$ cat src/rtl/ring_pkg.sv
package ring_pkg;
  localparam int REG_AW = 12;
  localparam int REG_DW = 32;

  localparam logic [REG_AW-1:0] OFS_BASE_LO = 12'h100;
  localparam logic [REG_AW-1:0] OFS_BASE_HI = 12'h104;
  localparam logic [REG_AW-1:0] OFS_CTRL    = 12'h108;
  localparam logic [REG_AW-1:0] OFS_STATUS  = 12'h10C;
  localparam logic [REG_AW-1:0] OFS_SIZE    = 12'h110;
  localparam logic [REG_AW-1:0] OFS_RETRY   = 12'h114;
  localparam logic [REG_AW-1:0] OFS_TIMING  = 12'h300;

  localparam int BIT_RUN     = 0;
  localparam int BIT_ERR_IE  = 4;
  localparam int BIT_BUSY    = 0;
  localparam int BIT_ERR_STS = 4;
  localparam int BIT_CMP_STS = 5;
  localparam int PTR_LSB     = 16;
  localparam int SPD_LSB     = 30;

  typedef enum logic [0:0] {ST_IDLE, ST_WAIT} disp_state_t;
endpackage

$ cat src/rtl/ring_regs.sv
module ring_regs
  import ring_pkg::*;
#(
  parameter int PTR_W  = 8,
  parameter int BASE_W = 64
) (
  input  logic              clk,
  input  logic              rst,
  input  logic              wr_en,
  input  logic              rd_en,
  input  logic [REG_AW-1:0] addr,
  input  logic [REG_DW-1:0] wdata,
  output logic [REG_DW-1:0] rdata,
  output logic [BASE_W-1:0] base_addr,
  output logic [PTR_W-1:0]  ring_last,
  output logic [PTR_W-1:0]  head,
  output logic              run,
  output logic              err_ie,
  output logic [1:0]        speed,
  output logic              sts_wr,
  input  logic              busy,
  input  logic [PTR_W-1:0]  tail,
  input  logic              cmp_sts,
  input  logic              err_sts
);
  localparam int HI_W = BASE_W - REG_DW;

  logic [REG_DW-1:0] base_lo_q;
  logic [HI_W-1:0]   base_hi_q;
  logic [REG_DW-1:0] retry_q;

  assign base_addr = {base_hi_q, base_lo_q};
  assign sts_wr    = wr_en && (addr == OFS_STATUS);

  always_ff @(posedge clk) begin
    if (rst) begin
      base_lo_q <= '0;
      base_hi_q <= '0;
      retry_q   <= '0;
      ring_last <= '0;
      head      <= '0;
      run       <= 1'b0;
      err_ie    <= 1'b0;
      speed     <= 2'd0;
    end else if (wr_en) begin
      case (addr)
        OFS_BASE_LO: base_lo_q <= wdata;
        OFS_BASE_HI: base_hi_q <= wdata[HI_W-1:0];
        OFS_CTRL: begin
          run    <= wdata[BIT_RUN];
          err_ie <= wdata[BIT_ERR_IE];
          head   <= wdata[PTR_LSB +: PTR_W];
        end
        OFS_SIZE:   ring_last <= wdata[PTR_W-1:0];
        OFS_RETRY:  retry_q   <= wdata;
        OFS_TIMING: speed     <= wdata[SPD_LSB +: 2];
        default: ;
      endcase
    end
  end

  logic [REG_DW-1:0] rd_mux;
  always_comb begin
    rd_mux = '0;
    case (addr)
      OFS_BASE_LO: rd_mux = base_lo_q;
      OFS_BASE_HI: rd_mux[HI_W-1:0] = base_hi_q;
      OFS_CTRL: begin
        rd_mux[BIT_RUN]             = run;
        rd_mux[BIT_ERR_IE]          = err_ie;
        rd_mux[PTR_LSB +: PTR_W]    = head;
      end
      OFS_STATUS: begin
        rd_mux[BIT_BUSY]            = busy;
        rd_mux[BIT_ERR_STS]         = err_sts;
        rd_mux[BIT_CMP_STS]         = cmp_sts;
        rd_mux[PTR_LSB +: PTR_W]    = tail;
      end
      OFS_SIZE:   rd_mux[PTR_W-1:0]  = ring_last;
      OFS_RETRY:  rd_mux = retry_q;
      OFS_TIMING: rd_mux[SPD_LSB +: 2] = speed;
      default: ;
    endcase
  end

  always_ff @(posedge clk) begin
    if (rst)        rdata <= '0;
    else if (rd_en) rdata <= rd_mux;
  end

  // a control write takes effect on the next cycle
  assert_ctrl_write_R2: assert property (@(posedge clk) disable iff (rst)
    (wr_en && addr == OFS_CTRL) |=> (head == $past(wdata[PTR_LSB +: PTR_W])));
endmodule

$ cat src/rtl/ring_dispatch.sv
module ring_dispatch
  import ring_pkg::*;
#(
  parameter int PTR_W      = 8,
  parameter int BASE_W     = 64,
  parameter int DESC_SHIFT = 4
) (
  input  logic              clk,
  input  logic              rst,
  input  logic              run,
  input  logic [PTR_W-1:0]  head,
  input  logic [PTR_W-1:0]  ring_last,
  input  logic [BASE_W-1:0] base_addr,
  input  logic              seq_done,
  output logic [PTR_W-1:0]  tail,
  output logic              busy,
  output logic              seq_start,
  output logic [PTR_W-1:0]  seq_index,
  output logic [BASE_W-1:0] seq_addr,
  output logic              fin
);
  disp_state_t state;
  logic [PTR_W-1:0]  tail_nxt;
  logic [BASE_W-1:0] offset;

  assign tail_nxt = (tail == ring_last) ? '0 : tail + 1'b1;
  assign offset   = BASE_W'(tail) << DESC_SHIFT;
  assign fin      = (state == ST_WAIT) && seq_done;

  always_ff @(posedge clk) begin
    if (rst) begin
      state     <= ST_IDLE;
      tail      <= '0;
      busy      <= 1'b0;
      seq_start <= 1'b0;
      seq_index <= '0;
      seq_addr  <= '0;
    end else begin
      seq_start <= 1'b0;
      case (state)
        ST_IDLE: begin
          if (run && (tail != head)) begin
            seq_start <= 1'b1;
            seq_index <= tail;
            seq_addr  <= base_addr + offset;
            busy      <= 1'b1;
            state     <= ST_WAIT;
          end
        end
        ST_WAIT: begin
          if (seq_done) begin
            tail  <= tail_nxt;
            busy  <= 1'b0;
            state <= ST_IDLE;
          end
        end
        default: state <= ST_IDLE;
      endcase
    end
  end

  assert_start_pulse_R3: assert property (@(posedge clk) disable iff (rst)
    seq_start |=> !seq_start);
  assert_busy_on_start_R3: assert property (@(posedge clk) disable iff (rst)
    seq_start |-> busy);
  assert_tail_hold_R5: assert property (@(posedge clk) disable iff (rst)
    !seq_done |=> $stable(tail));
  assert_run_gate_R7: assert property (@(posedge clk) disable iff (rst)
    seq_start |-> $past(run));
  assert_index_is_tail_R4: assert property (@(posedge clk) disable iff (rst)
    seq_start |-> (seq_index == tail));
endmodule

$ cat src/rtl/ring_irq.sv
module ring_irq
  import ring_pkg::*;
(
  input  logic              clk,
  input  logic              rst,
  input  logic              fin,
  input  logic              ok,
  input  logic              irq_req,
  input  logic              err_ie,
  input  logic              clr_wr,
  input  logic [REG_DW-1:0] clr_data,
  output logic              cmp_sts,
  output logic              err_sts,
  output logic              irq
);
  logic set_cmp, set_err, clr_cmp, clr_err;

  assign set_cmp = fin && irq_req;
  assign set_err = fin && !ok && err_ie;
  assign clr_cmp = clr_wr && clr_data[BIT_CMP_STS];
  assign clr_err = clr_wr && clr_data[BIT_ERR_STS];

  always_ff @(posedge clk) begin
    if (rst) begin
      cmp_sts <= 1'b0;
      err_sts <= 1'b0;
    end else begin
      if (set_cmp)      cmp_sts <= 1'b1;
      else if (clr_cmp) cmp_sts <= 1'b0;
      if (set_err)      err_sts <= 1'b1;
      else if (clr_err) err_sts <= 1'b0;
    end
  end

  assign irq = cmp_sts | err_sts;

  assert_cmp_keep_R10: assert property (@(posedge clk) disable iff (rst)
    (cmp_sts && !clr_cmp) |=> cmp_sts);
  assert_err_keep_R10: assert property (@(posedge clk) disable iff (rst)
    (err_sts && !clr_err) |=> err_sts);
  assert_err_gate_R9: assert property (@(posedge clk) disable iff (rst)
    (!err_sts && !(fin && err_ie)) |=> !err_sts);
  assert_cmp_gate_R8: assert property (@(posedge clk) disable iff (rst)
    (!cmp_sts && !fin) |=> !cmp_sts);
endmodule

$ cat src/rtl/desc_ring_ctrl.sv
module desc_ring_ctrl
  import ring_pkg::*;
#(
  parameter int PTR_W      = 8,
  parameter int BASE_W     = 64,
  parameter int DESC_SHIFT = 4
) (
  input  logic              clk,
  input  logic              rst,
  input  logic              reg_wr,
  input  logic              reg_rd,
  input  logic [REG_AW-1:0] reg_addr,
  input  logic [REG_DW-1:0] reg_wdata,
  output logic [REG_DW-1:0] reg_rdata,
  output logic              seq_start,
  output logic [PTR_W-1:0]  seq_index,
  output logic [BASE_W-1:0] seq_addr,
  input  logic              seq_done,
  input  logic              seq_ok,
  input  logic              seq_irq_req,
  output logic              busy,
  output logic              irq,
  output logic [1:0]        bus_speed
);
  logic [BASE_W-1:0] base_addr;
  logic [PTR_W-1:0]  ring_last, head, tail;
  logic run, err_ie, sts_wr, cmp_sts, err_sts, fin;

  ring_regs #(.PTR_W(PTR_W), .BASE_W(BASE_W)) u_regs (
    .clk(clk), .rst(rst), .wr_en(reg_wr), .rd_en(reg_rd), .addr(reg_addr),
    .wdata(reg_wdata), .rdata(reg_rdata), .base_addr(base_addr),
    .ring_last(ring_last), .head(head), .run(run), .err_ie(err_ie),
    .speed(bus_speed), .sts_wr(sts_wr), .busy(busy), .tail(tail),
    .cmp_sts(cmp_sts), .err_sts(err_sts)
  );

  ring_dispatch #(.PTR_W(PTR_W), .BASE_W(BASE_W), .DESC_SHIFT(DESC_SHIFT)) u_disp (
    .clk(clk), .rst(rst), .run(run), .head(head), .ring_last(ring_last),
    .base_addr(base_addr), .seq_done(seq_done), .tail(tail), .busy(busy),
    .seq_start(seq_start), .seq_index(seq_index), .seq_addr(seq_addr), .fin(fin)
  );

  ring_irq u_irq (
    .clk(clk), .rst(rst), .fin(fin), .ok(seq_ok), .irq_req(seq_irq_req),
    .err_ie(err_ie), .clr_wr(sts_wr), .clr_data(reg_wdata),
    .cmp_sts(cmp_sts), .err_sts(err_sts), .irq(irq)
  );

  assert_irq_level_R10: assert property (@(posedge clk) disable iff (rst)
    $rose(irq) |-> $past(fin));
  assert_idle_when_caught_up_R6: assert property (@(posedge clk) disable iff (rst)
    (!busy && tail == head) |=> !seq_start);
endmodule

$ cat config.mk
export PLATFORM = sky130hd
export DESIGN_NAME = desc_ring_ctrl
export DESIGN_NICKNAME = d
export VERILOG_FILES = /design/src/rtl/ring_pkg.sv /design/src/rtl/ring_regs.sv /design/src/rtl/ring_dispatch.sv /design/src/rtl/ring_irq.sv /design/src/rtl/desc_ring_ctrl.sv
export SDC_FILE = /design/constraint.sdc
export NUM_CORES = 1
export LEC_CHECK = 0
export ABC_AREA = 1
export BUFFER_PORTS_ARGS = -buffer_cell sky130_fd_sc_hd__buf_2
export CORE_MARGIN = 3
export CORE_UTILIZATION = 57
export CTS_CLUSTER_DIAMETER = 120
export DETAILED_ROUTE_END_ITERATION = 7
export PLACE_DENSITY = 0.79
export REMOVE_ABC_BUFFERS = 1
export SLEW_MARGIN = 20
export SYNTH_ARGS = -nofsm -noshare
export SYNTH_HDL_FRONTEND = slang
export SYNTH_SLANG_ARGS = --single-unit
$ cat constraint.sdc
create_clock -name clk -period 6.9 [get_ports clk]
set_clock_uncertainty 0.15 [all_clocks]
set_input_delay 0.345 -clock clk [delete_from_list [all_inputs] [get_ports clk]]
set_output_delay 0.345 -clock clk [all_outputs]
set_load 0.1 [all_outputs]
==> reports/metrics.cfg <==
[pwr]
clkPwrFrac=0.491
p_sw_mw=0.6476
p_per_area_nw_per_um2=202.9
pwr-share-seq=0.465
power.total_mw=2.902
pwr-share-comb=0.044
p_int_mw=2.254
switching_share=0.2231
max-vdd-ir-drop_mv=0.2448
p_leak_nw=6.396

[synthesis]
yosysUniqueCellTypes=41
yosysSeqAreaShare=0.3746
post-synth-top-count-cell=nand2_1
synth.area.top_cells=dfxtp_1, nand2_1, nor2_1
syn_avg_cell_area_um2=6.713
synth-edff-count=0
yosysTopAreaCell=dfxtp_1
synthArstFlopShare=0
synthFlopType=dfxtp_1
syn-instance-count=1855
netlist_area_um2=12450
yosysWarnings=0
synth_seq_cells=233
synth_top_area_frac=0.3746
synth_common_cells=nand2_1, dfxtp_1, nor2_1, inv_1, nand3_1

[clocking]
cts_sinks=233
clockBufferDepth=3
clock_latency_ps=530
cts_setup_buffers=0
root_buffer=clkbuf_16
cts_buffers=24
clkTransAtPathRegs_ps=70
ctsHtreeMaxLevel=1
cts_tree=built

[die]
fp.dieW_um=153.8
die_h_um=153.8
rows=53
die-area_um2=23660
core-area_um2=21220
io_pins=160
initial_core_util=0.5869

[sta]
rsz0062_at_grt=false
final_hold_viol_count=0
min_period_ps=3037
slew_headroom=0.2149
worst_pin_slew_ps=1178
fmax_mhz=329.3
min_period_over_period=0.4401
fin_hold_ws_ps=14.82
tns_ps=0
drv_slew=0
setup_violations=0

[place]
placed_area_um2=13200
numPortBuffers=159
gp_congestion=1.037
place_hpwl_um=31480

[routing]
wl_met3_um=4056
vias=12980
drtIter0Drc=1210
highest_layer=met4
wl_met2_um=20430
drc=0
routed_wl_um=44380
ant_nets=0
first_pass_iters=6
met1Wirelength_um=18380
vias_per_cell=5.689
wire_per_inst_um=19.45

[final_layout]
final_util=0.6739
design_area_um2=14300
drive_gt1_frac=0.1490
syn_to_final_growth_pct=14.84
nets=2051
diodes=0

[critical_path]
critPathLaunchType=flip-flop
worstPathRequired_ps=7150
cp_data_arrival_time_ps=3280
crit_type=flip-flop to flip-flop
cp-end-kind=flip-flop
crit_fanout=11

[global_routing]
globalRouteTotalUtil=0.3641
grt_pass1_vias=12160
antenna_found_initial=0
grt_max_degree=79
grt_pass1_wl_um=68650
grt_overflow=0

[hold_path]
hold_path.class=primary input to flip-flop

[flow_run]
drv_cap=0

[outcome]
status=finished clean

==> metrics by stage <==
stage | cells | setup slack [ps]
global placement | 2216 | 3760
finish | 2282 | 3863
floorplan | 1775 | 4033
CTS | 2282 | 3977
detailed placement | 2216 | 3712
global route | 2282 | 3737
==> cells in the final DEF, fill, tap and decap left out, drive strengths merged, types with 6 or more instances in the layout <==
master / instances
dlygate4sd3: 23
dfxtp: 233
a211oi: 46
inv: 228
xnor2: 16
nand4: 26
clkbuf: 34
nand2: 512
a21oi: 119
nor2: 243
ha: 9
xor2: 19
buf: 166
nand3: 159
nor3: 18
o211ai: 6
clkinv: 7
o21ai: 124
==> power by group through the flow <==
stage | registers, mW | logic [mW] | clock network, mW
floorplan | 1.40 | 0.0324 | 0
global placement | 1.38 | 0.115 | 0
detailed placement | 1.38 | 0.115 | 0
CTS | 1.35 | 0.125 | 1.43
global route | 1.35 | 0.135 | 1.48
finish | 1.35 | 0.128 | 1.42
==> what timing repair did <==
action | 4_1_cts | 5_1_grt
hold buffers | 23 | 0
hold endpoints to repair | 50 | 0
resized for setup | 0 | 0
==> area by class of cell <==
class	instances	area [µm²]
Clock buffer	34	719.4
Fill cell	1970	6919
Clock inverter	9	148.9
Sequential cell	233	4664
Inverter	230	865.8
Multi-Input combinational cell	1312	6477
Tap cell	275	344.1
Timing Repair Buffer	189	1081
==> final timing paths <==
check                             startpoint                                 to  slack, ps  depth (start not counted)
max              u_disp.tail[7]$_SDFFE_PP0P_   u_disp.seq_addr[37]$_SDFFE_PP0P_       3860                          8
min                            reg_wdata[30]  u_regs.base_lo_q[30]$_SDFFE_PP0P_         10                          3
max reg2reg      u_disp.tail[7]$_SDFFE_PP0P_   u_disp.seq_addr[37]$_SDFFE_PP0P_       3860                          8
min reg2reg  u_regs.retry_q[27]$_SDFFE_PP0P_    u_regs.retry_q[27]$_SDFFE_PP0P_        300                          2
==> state kept, by name, indices dropped and copies added, names as in the netlist <==
signal	flops
u_irq.err_sts	1
u_regs.err_ie	1
u_disp.tail	8
u_regs.run	1
u_regs.rdata	32
u_disp.seq_index	8
u_regs.base_hi_q	32
u_disp.busy	1
u_regs.base_lo_q	32
u_irq.cmp_sts	1
u_regs.head	8
u_regs.ring_last	8
u_disp.state	1
u_disp.seq_start	1
u_regs.retry_q	32
u_disp.seq_addr	64
u_regs.speed	2
==> metal layers <==
| layer | up-vias | track usage |
|---|---|---|
| met3 | 108 | 0.06642 |
| li1 | 6199 | - |
| met2 | 661 | 0.5968 |
| met5 | - | 0 |
| met1 | 6015 | 0.4908 |
| met4 | 0 | 0.1140 |
==> critical path, stage by stage (launching register included) <==
cell	delay (ps)
dfxtp_1	550
ha_1	370
nand2_1	130
inv_1	40
a21boi_0	420
nand3_1	670
nand2_1	270
xor2_1	210
a21oi_1	90
==> logic make-up after synthesis <==
| kind of cell | after synthesis | synth area share |
|---|---|---|
| xor gates and xnor gates | 35 | 0.02462 |
| buffers and inverters | 310 | 0.1061 |
| and+or+nand+nor | 964 | 0.3319 |
| DFF | 233 | 0.3746 |
| adders and majority gates | 10 | 0.01065 |
| AOI/OAI and AO/OA | 303 | 0.1522 |
Note: power is estimated with default switching activity, not from simulation.
